## src/rtl/flash_cmd_pkg.sv

```systemverilog
package flash_cmd_pkg;

    typedef enum logic [2:0] {
        S_IDLE,
        S_UNL1,
        S_UNL2,
        S_PROG,
        S_EXT0,
        S_EXT1,
        S_EXT2
    } seq_state_e;

    localparam logic [7:0] KEY_A     = 8'hAA;
    localparam logic [7:0] KEY_B     = 8'h55;
    localparam logic [7:0] OP_PROG   = 8'hA0;
    localparam logic [7:0] OP_EXTEND = 8'h80;
    localparam logic [7:0] OP_ID_IN  = 8'h90;
    localparam logic [7:0] OP_ID_OUT = 8'hF0;
    localparam logic [7:0] OP_ERASE  = 8'h10;
    localparam logic [7:0] OP_LOCK   = 8'h40;

endpackage

```

## src/rtl/flash_cmd_fsm.sv

```systemverilog
module flash_cmd_fsm
    import flash_cmd_pkg::*;
#(
    parameter int AW = 18,
    parameter logic [AW-1:0] KEY_ADDR_A = 'h5555,
    parameter logic [AW-1:0] KEY_ADDR_B = 'h2AAA,
    parameter logic [AW-1:0] BOOT_TOP   = 'h1FFF
) (
    input  logic          clk,
    input  logic          rst_n,
    input  logic          wr_en,
    input  logic [AW-1:0] wr_addr,
    input  logic [7:0]    wr_data,
    input  logic          busy,
    output logic          prog_pulse,
    output logic          erase_pulse,
    output logic          keep_boot,
    output logic [AW-1:0] op_addr,
    output logic [7:0]    op_data,
    output logic          boot_locked,
    output logic          id_mode
);

    typedef struct packed {
        seq_state_e    state;
        logic          prog;
        logic          erase;
        logic          keep;
        logic [AW-1:0] addr;
        logic [7:0]    data;
        logic          lock;
        logic          id;
    } regs_t;

    regs_t r_d, r_q;

    logic accept;
    logic hit_a;
    logic hit_b;
    logic at_key_a;
    logic in_boot;

    always_comb begin
        accept   = wr_en && !busy;
        at_key_a = (wr_addr == KEY_ADDR_A);
        hit_a    = at_key_a && (wr_data == KEY_A);
        hit_b    = (wr_addr == KEY_ADDR_B) && (wr_data == KEY_B);
        in_boot  = (wr_addr <= BOOT_TOP);

        r_d       = r_q;
        r_d.prog  = 1'b0;
        r_d.erase = 1'b0;

        if (accept) begin
            r_d.state = hit_a ? S_UNL1 : S_IDLE;
            unique case (r_q.state)
                S_IDLE: begin
                    if (wr_data == OP_ID_OUT) r_d.id = 1'b0;
                end
                S_UNL1: begin
                    if (hit_b) r_d.state = S_UNL2;
                end
                S_UNL2: begin
                    if (at_key_a) begin
                        unique case (wr_data)
                            OP_PROG:   r_d.state = S_PROG;
                            OP_EXTEND: r_d.state = S_EXT0;
                            OP_ID_IN:  r_d.id = 1'b1;
                            OP_ID_OUT: r_d.id = 1'b0;
                            default:   ;
                        endcase
                    end
                end
                S_PROG: begin
                    r_d.state = S_IDLE;
                    if (!(r_q.lock && in_boot)) begin
                        r_d.prog = 1'b1;
                        r_d.addr = wr_addr;
                        r_d.data = wr_data;
                    end
                end
                S_EXT0: begin
                    if (hit_a) r_d.state = S_EXT1;
                end
                S_EXT1: begin
                    if (hit_b) r_d.state = S_EXT2;
                end
                S_EXT2: begin
                    if (at_key_a && wr_data == OP_ERASE) begin
                        r_d.erase = 1'b1;
                        r_d.keep  = r_q.lock;
                    end
                    if (at_key_a && wr_data == OP_LOCK) r_d.lock = 1'b1;
                end
                default: r_d.state = S_IDLE;
            endcase
        end
    end

    always_ff @(posedge clk) begin
        if (!rst_n) begin
            r_q <= '{state: S_IDLE, prog: 1'b0, erase: 1'b0, keep: 1'b0,
                     addr: '0, data: '0, lock: 1'b0, id: 1'b0};
        end else begin
            r_q <= r_d;
        end
    end

    assign prog_pulse  = r_q.prog;
    assign erase_pulse = r_q.erase;
    assign keep_boot   = r_q.keep;
    assign op_addr     = r_q.addr;
    assign op_data     = r_q.data;
    assign boot_locked = r_q.lock;
    assign id_mode     = r_q.id;

    // the two start pulses are exclusive and one clock wide
    assert_pulse_excl_R10: assert property (@(posedge clk) disable iff (!rst_n)
        !(prog_pulse && erase_pulse));
    assert_prog_single_R10: assert property (@(posedge clk) disable iff (!rst_n)
        prog_pulse |=> !prog_pulse);
    assert_erase_single_R10: assert property (@(posedge clk) disable iff (!rst_n)
        erase_pulse |=> !erase_pulse);
    // no program pulse may target the locked boot region
    assert_boot_guard_R7: assert property (@(posedge clk) disable iff (!rst_n)
        (prog_pulse && boot_locked) |-> (op_addr > BOOT_TOP));
    // the lock flag never falls while out of reset
    assert_lock_sticky_R4: assert property (@(posedge clk) disable iff (!rst_n)
        boot_locked |=> boot_locked);
    // a busy engine blocks any new start
    assert_busy_block_R9: assert property (@(posedge clk) disable iff (!rst_n)
        busy |=> (!prog_pulse && !erase_pulse));
    // a broken prefix never reaches the command-selection step
    assert_abort_R8: assert property (@(posedge clk) disable iff (!rst_n)
        (accept && r_q.state == S_UNL1 && !hit_b) |=> (r_q.state != S_UNL2));

endmodule

```

## src/rtl/flash_id_mux.sv

```systemverilog
module flash_id_mux #(
    parameter int AW = 18,
    parameter logic [7:0] MFR_CODE = 8'hA5,
    parameter logic [7:0] DEV_CODE = 8'h5B
) (
    input  logic          id_mode,
    input  logic          boot_locked,
    input  logic [AW-1:0] rd_addr,
    input  logic [7:0]    arr_rdata,
    output logic [7:0]    rd_data
);

    always_comb begin
        if (!id_mode) begin
            rd_data = arr_rdata;
        end else begin
            unique case (rd_addr)
                AW'(0):  rd_data = MFR_CODE;
                AW'(1):  rd_data = DEV_CODE;
                AW'(2):  rd_data = {7'b0, boot_locked};
                default: rd_data = 8'h00;
            endcase
        end
    end

endmodule

```

## src/rtl/flash_cmd_seq.sv

```systemverilog
module flash_cmd_seq #(
    parameter int AW = 18,
    parameter logic [AW-1:0] KEY_ADDR_A = 'h5555,
    parameter logic [AW-1:0] KEY_ADDR_B = 'h2AAA,
    parameter logic [AW-1:0] BOOT_TOP   = 'h1FFF,
    parameter logic [7:0]    MFR_CODE   = 8'hA5,
    parameter logic [7:0]    DEV_CODE   = 8'h5B
) (
    input  logic          clk,
    input  logic          rst_n,
    input  logic          wr_en,
    input  logic [AW-1:0] wr_addr,
    input  logic [7:0]    wr_data,
    input  logic          busy,
    input  logic [AW-1:0] rd_addr,
    input  logic [7:0]    arr_rdata,
    output logic [7:0]    rd_data,
    output logic          prog_pulse,
    output logic          erase_pulse,
    output logic          keep_boot,
    output logic [AW-1:0] op_addr,
    output logic [7:0]    op_data,
    output logic          boot_locked,
    output logic          id_mode
);

    flash_cmd_fsm #(
        .AW(AW), .KEY_ADDR_A(KEY_ADDR_A), .KEY_ADDR_B(KEY_ADDR_B), .BOOT_TOP(BOOT_TOP)
    ) u_fsm (
        .clk(clk), .rst_n(rst_n), .wr_en(wr_en), .wr_addr(wr_addr), .wr_data(wr_data),
        .busy(busy), .prog_pulse(prog_pulse), .erase_pulse(erase_pulse),
        .keep_boot(keep_boot), .op_addr(op_addr), .op_data(op_data),
        .boot_locked(boot_locked), .id_mode(id_mode)
    );

    flash_id_mux #(
        .AW(AW), .MFR_CODE(MFR_CODE), .DEV_CODE(DEV_CODE)
    ) u_mux (
        .id_mode(id_mode), .boot_locked(boot_locked), .rd_addr(rd_addr),
        .arr_rdata(arr_rdata), .rd_data(rd_data)
    );

endmodule

```

## config.mk

```make
export PLATFORM = sky130hd
export DESIGN_NAME = flash_cmd_seq
export DESIGN_NICKNAME = d
export VERILOG_FILES = /design/src/rtl/flash_cmd_pkg.sv /design/src/rtl/flash_cmd_fsm.sv /design/src/rtl/flash_id_mux.sv /design/src/rtl/flash_cmd_seq.sv
export SDC_FILE = /design/constraint.sdc
export NUM_CORES = 1
export LEC_CHECK = 0
export BUFFER_PORTS_ARGS = -buffer_cell sky130_fd_sc_hd__buf_2
export CORE_MARGIN = 2
export CORE_UTILIZATION = 50
export DETAILED_ROUTE_END_ITERATION = 10
export PLACE_DENSITY = 0.82
export SYNTH_ARGS = -nofsm -noshare
export SYNTH_HDL_FRONTEND = slang
export SYNTH_SLANG_ARGS = --single-unit
```

## constraint.sdc

```tcl
create_clock -name clk -period 4.79 [get_ports clk]
set_input_delay 0.7185 -clock clk [delete_from_list [all_inputs] [get_ports clk]]
set_output_delay 0.7185 -clock clk [all_outputs]
set_load 0.01 [all_outputs]
```

==> results.py <==
metrics = {
    "yosys": {
        "post_synth.cell_area_avg_sq_um": 8.942,
        "synth_edf_count": 0,
        "netlist_area_sq_um": 2012,
        "postSynth.asyncResetShare_pct": 0,
        "yosys_warnings": 0,
        "synth-seq-cells": 34,
        "synth-main-ff-cell": "dfxtp_1",
        "synth_seq_area_share_pct": 33.83,
        "netlist_instances": 225,
        "ys_types": 45,
        "synth_fp_nets": 281,
    },
    "pwr": {
        "ir_drop_mv": 0.1614,
        "p_comb_share_pct": 11.2,
        "pwr_density_cell_nw_per_um2": 229.3,
        "p_clk_share_pct": 36.4,
        "switching_share_pct": 23.90,
        "power_switching_mw": 0.1290,
        "leakagePower_nw": 1.244,
        "intPower_mw": 0.4108,
        "seqPwrFrac_pct": 52.4,
    },
    "clock_tree": {
        "insertion_delay_ns": 0.29,
        "clockBufferDepth": 2,
        "cts_hold_buf": 0,
        "clock-sinks": 34,
        "tritoncts": "built",
        "clockRootBuffer": "clkbuf_8",
        "htree_levels": 2,
        "post_cts_buffers": 0,
        "cts_buffers": 5,
        "clkTransAtPathRegs_ns": 0.06,
        "cts_resized": 0,
    },
    "setup_path": {
        "cp_cell_sequence": "buf_2, nor4_1, nand2_1, or4_1, o21ai_0, buf_2",
        "cpMostUsedCell": "buf_2",
        "slowest_delay_ns": 0.54,
        "end_kind": "output port",
        "critPathArrivalTime_ns": 2.02,
        "criticalPathCategory": "in -> out",
        "start_kind": "input port",
        "required_ns": 4.07,
        "cp_slowest_cell": "or4_1",
        "worstPathMaxFanout": 4,
    },
    "place": {
        "gp_congestion": 0.8621,
        "pre_cts_ws_ns": 1.961,
        "placed_cell_area_sq_um": 2278,
        "port-buffer-count": 94,
        "hpwl_mm": 3.704,
        "dp.cells": 336,
    },
    "sta": {
        "fin_ws_ns": 2.056,
        "tightest_slew_ns": 1.077,
        "max_freq_mhz": 365.7,
        "relSlewSlack_pct": 28.18,
        "fin_setup_tns_ns": 0,
        "fin_crit_sh_pct": 57.08,
        "period_needed_ns": 2.734,
        "finalHoldViolCount": 0,
        "timing.clock.skew_ns": 0.007766,
        "slew_viol_final": 0,
        "rsz0062_at_grt": "no",
        "setup_viol": 0,
    },
    "global_route": {
        "overflow": 0,
        "grt_max_degree": 31,
        "grt_usage_pct": 22.63,
        "grt_first_pass_wirelength_mm": 7.707,
        "antenna_found_initial": 0,
        "grt_pass1_vias": 1654,
    },
    "detailed_routing": {
        "ant_nets": 0,
        "vias_per_cell": 5.362,
        "routed_wl_mm": 4.781,
        "first_pass_iters": 4,
        "drt_iter0_markers": 98,
        "drc": 0,
        "wire_per_inst_um": 13.94,
        "via_count": 1839,
    },
    "min_path": {
        "hp-class": "reg -> reg",
    },
    "floorplan": {
        "fp.dieH_um": 67.44,
        "row_count": 23,
        "ios": 95,
        "dieArea_sq_um": 4547,
        "start_util_pct": 51.03,
        "die_w_um": 67.44,
        "core_sq_um": 3943,
    },
    "cells_and_area": {
        "diodes": 0,
        "fin_nets": 349,
        "utilization_pct": 59.73,
        "syn_to_final_growth_pct": 17.04,
        "stdcell_area_sq_um": 2355,
        "drive_gt1_share_pct": 36.52,
        "stdcell_count": 343,
    },
    "job": {
        "max_cap_violations": 0,
    },
    "status": {
        "status": "finished clean",
    },
}
[routing by layer]
| layer | vias up | wire length [um] | part of all wire, % | track usage, % |
|---|---|---|---|---|
| li1 | 917 | - | - | - |
| met2 | 74 | 2185 | 46 | 34.78 |
| met4 | 0 | 65 | 1.4 | 6.633 |
| met5 | - | 0 | 0 | 0 |
| met3 | 8 | 383 | 8.0 | 7.167 |
| met1 | 840 | 2146 | 45 | 30.36 |
[kinds of logic (layout without fill, tap and decap cells)]
| family | count (synthesis) | after routing | synth area share, % |
|---|---|---|---|
| DFF | 34 | 34 | 33.83 |
| buffers and inverters | 41 | 109 | 15.30 |
| muxes | 26 | 26 | 12.94 |
| AOI/OAI and AO/OA | 22 | 22 | 7.463 |
| and+or+nand+nor | 102 | 102 | 30.47 |
[power groups by stage]
stage | clock network (mW) | registers [mW] | logic [mW]
after floorplan | 0 | 0.289 | 0.0213
after global placement | 0 | 0.289 | 0.0588
after detailed placement | 0 | 0.289 | 0.0603
after CTS | 0.206 | 0.283 | 0.0604
after global routing | 0.219 | 0.282 | 0.0671
final | 0.197 | 0.283 | 0.0606
[metrics by stage]
stage               hold WS, ns  power, mW
finish                   0.4579     0.5399
global route             0.4815     0.5683
CTS                      0.4644     0.5486
detailed placement       0.4553     0.3493
global placement         0.4451     0.3478
floorplan                0.4367     0.3103
[final cells by class]
class,instances,area [sq um]
fillers,357,1588
multi-input cells,150,1035
flip-flops and latches,34,680.7
repair buffers,94,470.5
clock buffers,7,76.32
well taps,50,62.56
inverters,8,30.03
[layout by cell type (no fill, tap or decap), drive strengths merged, types with 2 or more instances in the layout]
cell type and count:
nor4bb 2, and2 3, nor3b 2, or4b 2, inv 8, nand2 10
a21oi 5, nor3 11, a21o 4, o21ai 4, or3 3, or4bb 5
nand2b 4, buf 94, mux2i 26, nand4 4, or4 2, and2b 2
dfxtp 34, o22ai 2, nor2 31, and4 2, nor4 8, nand4b 4
clkbuf 7
[Yosys cell counts (4+ instances only)]
master	n	area, sq um
nand2_1	10	37.54
o21ai_0	4	20.02
nand4_1	4	25.02
nor2_1	31	116.4
dfxtp_1	34	680.7
mux2i_1	26	260.3
nor3_1	11	55.05
or4bb_1	5	56.30
nand4b_1	4	35.03
nand2b_1	4	25.02
a21o_1	4	30.03
nor4_1	7	43.79
buf_4	26	195.2
inv_1	8	30.03
a21oi_1	5	25.02
[state kept, by name, indices dropped and copies added (netlist names)]
signal,cells
u_fsm.boot_locked,1
u_fsm.erase_pulse,1
u_fsm.r_q,3
u_fsm.op_addr,18
u_fsm.prog_pulse,1
u_fsm.op_data,8
u_fsm.keep_boot,1
u_fsm.id_mode,1
[final timing paths]
| kind | startpoint | to | slack [ns] | cells after the start |
|---|---|---|---|---|
| worst min-delay path | u_fsm.keep_boot | u_fsm.keep_boot | 0.46 | 2 |
| worst max register to register | u_fsm.boot_locked | u_fsm.op_data[0] | 2.68 | 4 |
| worst max-delay path | rd_addr[11] | rd_data[4] | 2.06 | 6 |
| worst min register to register | u_fsm.keep_boot | u_fsm.keep_boot | 0.46 | 2 |
[worst max-delay path, delay by kind of cell]
kind,cells,cell delay [ns]
AO/OA/AOI/OAI,1,0.11
buffers and inverters,2,0.25
AND/OR/NAND/NOR,3,0.94
Power figures use the tool's default switching activity.
